`src/rtl/wpg_pkg.sv`:
```
package wpg_pkg;
  localparam int unsigned OFS_W   = 8;
  localparam int unsigned REG_W   = 32;
  localparam int unsigned KEY_W   = 24;
  localparam int unsigned SRC_W   = 16;
  localparam int unsigned N_GUARD = 7;
  localparam logic [KEY_W-1:0] UNLOCK_KEY = 24'h535343;
  localparam logic [OFS_W-1:0] MODE_OFS = 8'hE4;
  localparam logic [OFS_W-1:0] STAT_OFS = 8'hE8;
  // guarded offsets, entry i drives wr_allow[i]
  localparam logic [N_GUARD*OFS_W-1:0] GUARD_OFS =
    {8'h3C, 8'h38, 8'h1C, 8'h18, 8'h14, 8'h10, 8'h04};
endpackage

```
`src/rtl/wpg_match.sv`:
```
module wpg_match #(
  parameter int unsigned ADDR_W = 8,
  parameter int unsigned N      = 7,
  parameter logic [N*ADDR_W-1:0] MAP = '0
) (
  input  logic [ADDR_W-1:0] addr,
  output logic [N-1:0]      hit
);
  for (genvar i = 0; i < N; i++) begin : g_cmp
    assign hit[i] = (addr == MAP[i*ADDR_W +: ADDR_W]);
  end
endmodule

```
`src/rtl/wpg_lock.sv`:
```
module wpg_lock #(
  parameter int unsigned ADDR_W = 8,
  parameter int unsigned KEY_W  = 24,
  parameter logic [KEY_W-1:0]  KEY       = '0,
  parameter logic [ADDR_W-1:0] MODE_ADDR = '0
) (
  input  logic              clk,
  input  logic              rst,
  input  logic              wr,
  input  logic [ADDR_W-1:0] waddr,
  input  logic [KEY_W-1:0]  key_in,
  input  logic              en_in,
  output logic              lock_on
);
  logic key_ok;
  logic mode_wr;
  assign mode_wr = wr && (waddr == MODE_ADDR);
  assign key_ok  = (key_in == KEY);

  always_ff @(posedge clk) begin
    if (rst)                  lock_on <= 1'b0;
    else if (mode_wr && key_ok) lock_on <= en_in;
  end

  assert_badkey_R3: assert property (@(posedge clk) disable iff (rst)
    (wr && waddr == MODE_ADDR && key_in != KEY) |=> $stable(lock_on));
  assert_goodkey_R2: assert property (@(posedge clk) disable iff (rst)
    (wr && waddr == MODE_ADDR && key_in == KEY) |=> (lock_on == $past(en_in)));
endmodule

```
`src/rtl/wpg_vlog.sv`:
```
module wpg_vlog #(
  parameter int unsigned ADDR_W = 8,
  parameter int unsigned SRC_W  = 16
) (
  input  logic              clk,
  input  logic              rst,
  input  logic              viol,
  input  logic [ADDR_W-1:0] viol_addr,
  input  logic              clr,
  output logic              flag,
  output logic [SRC_W-1:0]  src
);
  // a fresh violation outranks the clear from a status read
  always_ff @(posedge clk) begin
    if (rst) begin
      flag <= 1'b0;
      src  <= '0;
    end else if (viol) begin
      flag <= 1'b1;
      src  <= SRC_W'(viol_addr);
    end else if (clr) begin
      flag <= 1'b0;
      src  <= '0;
    end
  end

  assert_log_R6: assert property (@(posedge clk) disable iff (rst)
    viol |=> (flag && src == SRC_W'($past(viol_addr))));
  assert_clear_R8: assert property (@(posedge clk) disable iff (rst)
    (clr && !viol) |=> (!flag && src == '0));
  assert_collide_R9: assert property (@(posedge clk) disable iff (rst)
    (clr && viol) |=> flag);
endmodule

```
`src/rtl/wp_guard.sv`:
```
module wp_guard #(
  parameter int unsigned ADDR_W = wpg_pkg::OFS_W,
  parameter int unsigned DATA_W = wpg_pkg::REG_W,
  parameter int unsigned KEY_W  = wpg_pkg::KEY_W,
  parameter int unsigned SRC_W  = wpg_pkg::SRC_W,
  parameter int unsigned N_PROT = wpg_pkg::N_GUARD,
  parameter logic [N_PROT*ADDR_W-1:0] PROT_MAP = wpg_pkg::GUARD_OFS
) (
  input  logic              clk,
  input  logic              rst,
  input  logic [ADDR_W-1:0] bus_waddr,
  input  logic              bus_wr,
  input  logic [DATA_W-1:0] bus_wdata,
  input  logic [ADDR_W-1:0] bus_raddr,
  input  logic              bus_rd,
  output logic [DATA_W-1:0] bus_rdata,
  output logic [N_PROT-1:0] wr_allow
);
  localparam int unsigned SRC_LSB = 8;
  localparam int unsigned UNUSED_W = DATA_W - KEY_W - 1;

  logic [N_PROT-1:0] hit;
  logic              lock_on;
  logic              viol;
  logic              stat_rd;
  logic              v_flag;
  logic [SRC_W-1:0]  v_src;
  logic [DATA_W-1:0] rd_word;
  logic [UNUSED_W-1:0] unused_wdata;

  assign unused_wdata = bus_wdata[UNUSED_W:1];

  wpg_match #(.ADDR_W(ADDR_W), .N(N_PROT), .MAP(PROT_MAP)) u_match (
    .addr (bus_waddr),
    .hit  (hit)
  );

  wpg_lock #(.ADDR_W(ADDR_W), .KEY_W(KEY_W),
             .KEY(wpg_pkg::UNLOCK_KEY), .MODE_ADDR(wpg_pkg::MODE_OFS)) u_lock (
    .clk     (clk),
    .rst     (rst),
    .wr      (bus_wr),
    .waddr   (bus_waddr),
    .key_in  (bus_wdata[DATA_W-1 -: KEY_W]),
    .en_in   (bus_wdata[0]),
    .lock_on (lock_on)
  );

  assign viol    = bus_wr && (|hit) && lock_on;
  assign stat_rd = bus_rd && (bus_raddr == wpg_pkg::STAT_OFS);

  wpg_vlog #(.ADDR_W(ADDR_W), .SRC_W(SRC_W)) u_vlog (
    .clk       (clk),
    .rst       (rst),
    .viol      (viol),
    .viol_addr (bus_waddr),
    .clr       (stat_rd),
    .flag      (v_flag),
    .src       (v_src)
  );

  assign wr_allow = hit & {N_PROT{bus_wr && !lock_on}};

  always_comb begin
    rd_word = '0;
    if (bus_raddr == wpg_pkg::MODE_OFS) begin
      rd_word[0] = lock_on;
    end else if (bus_raddr == wpg_pkg::STAT_OFS) begin
      rd_word[0] = v_flag;
      rd_word[SRC_LSB +: SRC_W] = v_src;
    end
  end

  always_ff @(posedge clk) begin
    if (rst)         bus_rdata <= '0;
    else if (bus_rd) bus_rdata <= rd_word;
    else             bus_rdata <= '0;
  end

  assert_allow_strobe_R5: assert property (@(posedge clk) disable iff (rst)
    (|wr_allow) |-> (bus_wr && $onehot0(wr_allow)));
  assert_locked_block_R6: assert property (@(posedge clk) disable iff (rst)
    lock_on |-> (wr_allow == '0));
  assert_rdata_idle_R11: assert property (@(posedge clk) disable iff (rst)
    !bus_rd |=> (bus_rdata == '0));
endmodule

```
`config.mk`:
```
export PLATFORM = sky130hd
export DESIGN_NAME = wp_guard
export DESIGN_NICKNAME = d
export VERILOG_FILES = /design/src/rtl/wpg_pkg.sv /design/src/rtl/wpg_match.sv /design/src/rtl/wpg_lock.sv /design/src/rtl/wpg_vlog.sv /design/src/rtl/wp_guard.sv
export SDC_FILE = /design/constraint.sdc
export NUM_CORES = 1
export LEC_CHECK = 0
export CORE_MARGIN = 3
export CORE_UTILIZATION = 33
export CTS_CLUSTER_SIZE = 12
export DETAILED_ROUTE_END_ITERATION = 8
export PLACE_DENSITY = 0.89
export SYNTH_ARGS = -nofsm -noshare
export SYNTH_HDL_FRONTEND = slang
export SYNTH_SLANG_ARGS = --single-unit
```
`constraint.sdc`:
```
create_clock -name clk -period 2.5 [get_ports clk]
set_input_delay 0.375 -clock clk [delete_from_list [all_inputs] [get_ports clk]]
set_output_delay 0.375 -clock clk [all_outputs]
set_load 0.02 [all_outputs]
```
==> flow_metrics.env, run 1 <==
export IMPL_status="finished, final reports clean"
export IMPL_fp_row_count=19
export IMPL_synth_seq_cells=19
export IMPL_crit_buf_inv=2
export IMPL_cp_slowest_stage_delay_ns=0.56
export IMPL_crit_required_ns=2.12
export IMPL_track_usage=0.128
export IMPL_cts_root_buf="clkbuf_4"
export IMPL_clock_sinks=19
export IMPL_dp_hpwl_um=2080
export IMPL_clockBufferDepth=2
export IMPL_numCtsBuffers=3
export IMPL_antennaDiodeCount=0
export IMPL_mostFrequentLayoutCells="53 x clkdlybuf4s50_1, 23 x conb_1, 19 x dfxtp_1"
export IMPL_clkTransAtPathRegs_ns=0.10
export IMPL_worstSetupStartpointType="input port"
export IMPL_wire_per_inst_um=11.2
export IMPL_p_per_area_nw_per_um2=353
export IMPL_antenna_found_initial=0
export IMPL_fin_skew_ns=0.00405
export IMPL_finalNetCount=240
export IMPL_yosysUniqueCellTypes=28
export IMPL_die_h_um=61.3
export IMPL_synthFlopType="dfxtp_1"
export IMPL_worstHoldStart="u_vlog.src[6]"
export IMPL_viasPerCell=4.55
export IMPL_via_count=991
export IMPL_timing_fmax_ghz=0.422
export IMPL_critPathSlowestCell="or4_2"
export IMPL_rsz0062_at_grt="false"
export IMPL_grt_max_degree=14
export IMPL_instances_no_fill=218
export IMPL_async_reset_ff_frac=0
export IMPL_slew_violations=0
export IMPL_syn2layout_area_growth_pct=63.9
export IMPL_gp_congestion=0.771
export IMPL_cp_arrival_ns=2.00
export IMPL_syn_cell_area_um2=1010
export IMPL_hold_viol_final=0
export IMPL_min_period_over_period=0.949
export IMPL_grt_pass1_wl_um=3590
export IMPL_first_global_vias=885
export IMPL_seq_area_frac_synth=0.377
export IMPL_drt_initial_drc_count=15
export IMPL_ys_warn_count=0
export IMPL_p_leak_nw=0.672
export IMPL_crit_start="bus_waddr[3]"
export IMPL_critPathKind="in -> out"
export IMPL_crit_fanout=2
export IMPL_drtPass1Iterations=4
export IMPL_crit_chain="clkdlybuf4s50_1 > nand2b_1 > or4_2 > nor4b_1 > buf_2"
export IMPL_period_needed_ns=2.37
export IMPL_cap_violations=0
export IMPL_syn_inst=114
export IMPL_io_pins=91
export IMPL_synth_edf_count=0
export IMPL_dieArea_um2=3760
export IMPL_layout_commonest_cell="clkdlybuf4s50_1"
export IMPL_htree_levels=1
export IMPL_avgSynthCellArea_um2=8.86
export IMPL_port_buffers=60
export IMPL_ant_nets=0
export IMPL_core_um2=2830
export IMPL_insertion_delay_ns=0.29
export IMPL_post_route_util=0.585
export IMPL_worstReg2RegStart="u_lock.lock_on"
export IMPL_drc=0
export IMPL_cts_setup_buffers=0
export IMPL_ir_worst_vdd_mv=0.321
export IMPL_finalSetupViolCount=0
export IMPL_postRouteWirelength_um=2440
export IMPL_hold_path_class="reg -> reg"
export IMPL_cp_end_kind="output pin"
export IMPL_drive_gt1_frac=0.128
export IMPL_grt_ovfl_total=0
export IMPL_place_inst=214
export IMPL_die_width_um=61.3
export IMPL_cts_tree="yes"
export IMPL_start_util=0.357
export IMPL_path_delay_family="simple AND/OR/NAND/NOR gates"
## what timing repair did
action / CTS / global route
gates resized for setup: 11 / 4
setup endpoints to repair: 7 / 2
hold buffers: 0 / 0
## flip-flops by register name (all words and copies together), names as in the netlist
name and count:
bus_rdata 9, u_vlog.src 8, u_lock.lock_on 1, u_vlog.flag 1
## final timing paths
check / cells after the start / slack, ns / endpoint
setup / recovery: 5 / 0.13 / wr_allow[0]
hold / removal: 1 / 0.46 / bus_rdata[14]
setup reg to reg: 4 / 1.29 / u_vlog.src[7]
hold reg to reg: 1 / 0.46 / bus_rdata[14]
## stage by stage
| stage | hold slack (ns) | area [um^2] | power [W] | setup WS (ns) | TNS (ns) |
|---|---|---|---|---|---|
| 3_3_place_gp | 0.431 | 1640 | 0.000439 | -0.306 | -1.15 |
| 2_1_floorplan | 0.421 | 1090 | 0.000383 | 0.264 | 0 |
| 6_report | 0.459 | 1660 | 0.000584 | 0.128 | 0 |
| 5_1_grt | 0.480 | 1660 | 0.000612 | 0.0205 | 0 |
| 4_1_cts | 0.464 | 1670 | 0.000590 | 0.0132 | 0 |
| 3_5_place_dp | 0.439 | 1640 | 0.000440 | -0.343 | -1.18 |
## cells in the mapped netlist (all sizes together) (2+ instances only)
cell type  count  area [um^2]
or4            3         23.8
and2          10         62.6
and4bb         2         25.0
nor3           3         20.0
nor2b          2         12.5
buf           23          173
dfxtp         19          380
nand3          7         35.0
nand2          7         26.3
nand4b         4         35.0
nor3b          5         37.5
nand2b         3         18.8
nor2           8         30.0
a21oi          5         25.0
or2b           2         17.5
## per-layer routing
metal	vias up	routed length (um)	track usage
li1	500	-	-
met1	436	869	0.130
met2	53	1290	0.254
met3	2	269	0.0419
met4	0	9	0.0186
met5	-	0	0
## power breakdown
group | leakage (nW) | internal, W | switching [W]
registers | 0.153 | 0.000302 | 0.00000000000000311
logic | 0.502 | 0.0000765 | 0.0000561
clock network | 0.0177 | 0.0000596 | 0.0000891
total | 0.672 | 0.000439 | 0.000145
## cells by family (layout without fill, tap and decap cells)
kind of cell / Yosys count / after routing / synth area share
mux: 1 / 1 / 0.00991
buf+inv: 24 / 75 / 0.175
simple gates: 61 / 61 / 0.382
flops: 19 / 19 / 0.377
other cells: 1 / 23 / 0.00371
compound gates: 8 / 8 / 0.0533
## cell type report
| cell class | count | area, um^2 |
|---|---|---|
| fillers | 259 | 1170 |
| repair buffers | 71 | 667 |
| multi-input cells | 93 | 542 |
| flip-flops and latches | 19 | 380 |
| well taps | 31 | 38.8 |
| clock buffers | 3 | 22.5 |
| clock inverters | 1 | 5.00 |
Note: power is estimated with default switching activity, not from simulation.
==> run 2, diff against run 1 <==
--- a/config.mk
+++ b/config.mk
@@ -10,6 +10,7 @@
 export CTS_CLUSTER_SIZE = 12
 export DETAILED_ROUTE_END_ITERATION = 8
 export PLACE_DENSITY = 0.89
+export SKIP_CTS_REPAIR_TIMING = 1
 export SYNTH_ARGS = -nofsm -noshare
 export SYNTH_HDL_FRONTEND = slang
 export SYNTH_SLANG_ARGS = --single-unit
==> run 2 against run 1 <==
Hold slack hardly changed. Design area increased by 1.6%. Flip-flop and latch count is the same. Combinational power about the same. Cell count unchanged. Setup slack got worse by 0.034 ns. Maximum frequency decreased by 1.4%. Clock power about the same. Total power about the same. Via count is 0.20% lower. Die area is the same. Critical path type unchanged. Critical path depth did not move.
==> flow_metrics.env, run 2 (synthesis gave the netlist of run 1 again) <==
export IMPL_status="finished, final reports clean"
export IMPL_nFillCells=250
export IMPL_pwr_share_comb=0.227
export IMPL_io_pins=91
export IMPL_hold_path_class="reg -> reg"
export IMPL_cp_end_kind="output pin"
export IMPL_power_switching_w=0.000145
export IMPL_grt_pass1_wl_um=3530
export IMPL_worstSetupStartpointType="input port"
export IMPL_die_h_um=61.3
export IMPL_start_util=0.357
export IMPL_antennaDiodeCount=0
export IMPL_cts_root_buf="clkbuf_4"
export IMPL_clockPowerShare=0.255
export IMPL_hold_viol_final=0
export IMPL_drt_initial_drc_count=17
export IMPL_grt_max_degree=14
export IMPL_cap_violations=0
export IMPL_drive_gt1_frac=0.123
export IMPL_syn2layout_area_growth_pct=66.5
export IMPL_wire_per_inst_um=11.3
export IMPL_finalNetCount=240
export IMPL_grt_ovfl_total=0
export IMPL_htree_levels=1
export IMPL_clock_sinks=19
export IMPL_clockBufferDepth=2
export IMPL_place_inst=214
export IMPL_port_buffers=60
export IMPL_via_count=989
export IMPL_insertion_delay_ns=0.29
export IMPL_first_global_vias=875
export IMPL_finalSetupViolCount=0
export IMPL_timing_fmax_ghz=0.416
export IMPL_dieArea_um2=3760
export IMPL_numCtsBuffers=3
export IMPL_hold_ws_ns=0.459
export IMPL_layout_commonest_cell="clkdlybuf4s50_1"
export IMPL_instances_no_fill=218
export IMPL_die_width_um=61.3
export IMPL_clkTransAtPathRegs_ns=0.10
export IMPL_mostFrequentLayoutCells="53 x clkdlybuf4s50_1, 23 x conb_1, 19 x dfxtp_1"
export IMPL_p_per_area_nw_per_um2=347
export IMPL_top_regs="bus_rdata x9, u_vlog.src x8"
export IMPL_drtPass1Iterations=4
export IMPL_total_power_w=0.000584
export IMPL_crit_required_ns=2.12
export IMPL_seq_power_share=0.518
export IMPL_period_needed_ns=2.41
export IMPL_track_usage=0.126
export IMPL_core_um2=2830
export IMPL_slew_violations=0
export IMPL_gp_congestion=0.771
export IMPL_min_period_over_period=0.963
export IMPL_sw_frac_of_total=0.249
export IMPL_top_register="bus_rdata"
export IMPL_cts_tree="yes"
export IMPL_fin_skew_ns=0.00405
export IMPL_p_int_w=0.000439
export IMPL_postRouteWirelength_um=2470
export IMPL_antenna_found_initial=0
export IMPL_fp_row_count=19
export IMPL_dp_hpwl_um=2080
export IMPL_cp_arrival_ns=2.03
export IMPL_crit_fanout=2
export IMPL_ir_worst_vdd_mv=0.321
export IMPL_viasPerCell=4.54
export IMPL_drc=0
export IMPL_ant_nets=0
export IMPL_largest_reg_flops=9
export IMPL_p_leak_nw=0.759
export IMPL_critPathKind="in -> out"
-- run 2: cell count changes in the layout (fill, tap and decap cells not counted) --
cell and change:
clkbuf_2 -1, dlymetal6s2s_1 +6, dlygate4sd2_1 -5
-- run 2: critical path: stages --
cell             delay (ns)
clkdlybuf4s50_1        0.43
nand2b_1               0.17
or4_2                  0.56
nor4b_1                0.28
buf_2                  0.22
-- run 2: path summary, 6_finish.rpt --
path | startpoint | endpoint | slack (ns) | depth (start not counted)
setup / recovery | bus_waddr[3] | wr_allow[0] | 0.09 | 5
hold / removal | u_vlog.src[6] | bus_rdata[14] | 0.46 | 1
setup reg to reg | u_lock.lock_on | u_vlog.src[7] | 1.29 | 4
hold reg to reg | u_vlog.src[6] | bus_rdata[14] | 0.46 | 1
-- run 2: stage by stage --
step                      TNS [ns]  setup WS [ns]  cell area, um^2   util
final                            0         0.0935             1680  0.594
after global routing       -0.0145        -0.0145             1680  0.594
after CTS                    -1.30         -0.343             1670  0.589
after detailed placement     -1.18         -0.343             1640  0.579
after global placement       -1.15         -0.306             1640  0.579
after floorplan                  0          0.264             1090      -
-- run 2: final cells by class --
type                            count  area (um^2)  area share
Clock buffer                        3         22.5      0.0134
Multi-Input combinational cell     93          542       0.322
Sequential cell                    19          380       0.226
Clock inverter                      1         5.00     0.00298
Tap cell                           31         38.8      0.0231
Timing Repair Buffer               71          693       0.412
-- run 2: power by group through the flow --
stage | Clock, W | Sequential (W) | Combinational [W]
CTS | 0.000156 | 0.000302 | 0.000131
global placement | 0 | 0.000309 | 0.000129
detailed placement | 0 | 0.000309 | 0.000131
finish | 0.000149 | 0.000302 | 0.000133
floorplan | 0 | 0.000309 | 0.0000731
global route | 0.000167 | 0.000303 | 0.000143
-- run 2: per-layer routing --
| metal | vias up | routed length [um] | global-route usage |
|---|---|---|---|
| li1 | 501 | - | - |
| met4 | 0 | 9 | 0.0186 |
| met1 | 435 | 886 | 0.127 |
| met3 | 2 | 261 | 0.0419 |
| met2 | 51 | 1310 | 0.249 |
| met5 | - | 0 | 0 |
==> run 3, diff against run 2 <==
==> constraint.sdc (replaced) <==
create_clock -name clk -period 3.1 [get_ports clk]
set_input_delay 0.465 -clock clk [delete_from_list [all_inputs] [get_ports clk]]
set_output_delay 0.465 -clock clk [all_outputs]
set_load 0.02 [all_outputs]
==> run 3 against run 2 <==
Clock power is 21% lower. Flip-flop and latch count unchanged. Core utilization shrank 2.1 points. Total power fell by 20%.
==> flow_metrics.env, run 3 (synthesis gave the netlist of run 1 again) <==
export IMPL_die_h_um=61.3
export IMPL_worstRegToRegCells=4
export IMPL_grt_max_degree=14
export IMPL_top_regs="bus_rdata x9, u_vlog.src x8"
export IMPL_rsz0062_at_grt="false"
export IMPL_via_count=970
export IMPL_viasPerCell=4.58
export IMPL_finalNetCount=234
export IMPL_fin_setup_tns_ns=0
export IMPL_cts_root_buf="clkbuf_4"
export IMPL_cp_end_kind="output pin"
export IMPL_ant_nets=0
export IMPL_port_buffers=60
export IMPL_layout_commonest_cell="clkdlybuf4s50_1"
export IMPL_wire_per_inst_um=10.8
export IMPL_p_per_area_nw_per_um2=286
export IMPL_clockBufferDepth=2
export IMPL_insertion_delay_ns=0.29
export IMPL_clock_sinks=19
export IMPL_total_power_w=0.000464
export IMPL_start_util=0.357
export IMPL_fp_row_count=19
export IMPL_crit_required_ns=2.63
export IMPL_drc=0
export IMPL_largest_reg_flops=9
export IMPL_grt_pass1_wl_um=3420
export IMPL_drtPass1Iterations=2
export IMPL_antennaDiodeCount=0
export IMPL_hold_viol_final=0
export IMPL_mostFrequentLayoutCells="59 x clkdlybuf4s50_1, 23 x conb_1, 19 x dfxtp_1"
export IMPL_finalSetupViolCount=0
export IMPL_dieArea_um2=3760
export IMPL_drt_initial_drc_count=23
export IMPL_gp_congestion=0.760
export IMPL_slew_violations=0
export IMPL_numCtsBuffers=3
export IMPL_cp_arrival_ns=2.43
export IMPL_min_period_over_period=0.932
export IMPL_antenna_found_initial=0
export IMPL_clkTransAtPathRegs_ns=0.10
export IMPL_worstSetupStartpointType="input port"
export IMPL_post_route_util=0.574
export IMPL_status="finished, final reports clean"
export IMPL_top_register="bus_rdata"
export IMPL_htree_levels=1
export IMPL_period_needed_ns=2.89
export IMPL_p_leak_nw=0.634
export IMPL_syn2layout_area_growth_pct=60.7
export IMPL_fin_skew_ns=0.00364
export IMPL_core_um2=2830
export IMPL_grt_ovfl_total=0
export IMPL_cts_tree="yes"
export IMPL_hold_path_class="reg -> reg"
export IMPL_drive_gt1_frac=0.0829
export IMPL_timing_fmax_ghz=0.346
export IMPL_track_usage=0.121
export IMPL_nFillCells=253
export IMPL_cap_violations=0
export IMPL_dp_hpwl_um=2000
export IMPL_critPathKind="in -> out"
export IMPL_io_pins=91
export IMPL_ir_worst_vdd_mv=0.254
export IMPL_crit_fanout=4
export IMPL_postRouteWirelength_um=2290
export IMPL_min_delay_path_depth=1
export IMPL_die_width_um=61.3
export IMPL_first_global_vias=827
[run 3: worst paths after layout]
path / startpoint / end / slack [ns]
max reg2reg: u_lock.lock_on / u_vlog.src[1] / 1.86
min: u_vlog.src[1] / bus_rdata[9] / 0.45
min reg2reg: u_vlog.src[1] / bus_rdata[9] / 0.45
max: bus_waddr[6] / wr_allow[1] / 0.21
[run 3: layout make-up]
cell class	count	area, um^2	share of cell area
clock inverter	1	5.00	0.00308
tap	31	38.8	0.0239
sequential	19	380	0.234
timing repair buffer	65	641	0.395
clock buffer	3	22.5	0.0139
multi-input combinational	93	536	0.330
[run 3: worst max-delay path, stage by stage]
cell	delay, ns
clkdlybuf4s50_1	0.45
nor4_1	0.37
and2_1	0.23
nand2_1	0.12
nor3_1	0.15
clkdlybuf4s50_1	0.63
[run 3: metrics by stage]
step / setup WS (ns) / std cells / hold slack [ns] / cell area (um^2)
floorplan: 0.684 / 136 / 0.421 / 1090
detailed placement: 0.0173 / 208 / 0.435 / 1590
CTS: 0.0192 / 212 / 0.459 / 1620
global route: 0.105 / 212 / 0.484 / 1620
finish: 0.210 / 212 / 0.453 / 1620
global placement: 0.104 / 208 / 0.432 / 1590
[run 3: power breakdown]
| part | internal (W) | total [W] | switching [W] |
|---|---|---|---|
| Sequential | 0.000244 | 0.000244 | 0.00000000000000279 |
| Clock | 0.0000479 | 0.000118 | 0.0000705 |
| Combinational | 0.0000583 | 0.000102 | 0.0000438 |
| Total | 0.000350 | 0.000464 | 0.000114 |
[run 3: layer usage]
metal  vias up  share of wire  track usage
met3         0           0.12       0.0440
met1       428           0.35        0.123
met4         0              0       0.0248
met2        51           0.53        0.236
li1        491              -            -
met5         -              0            0
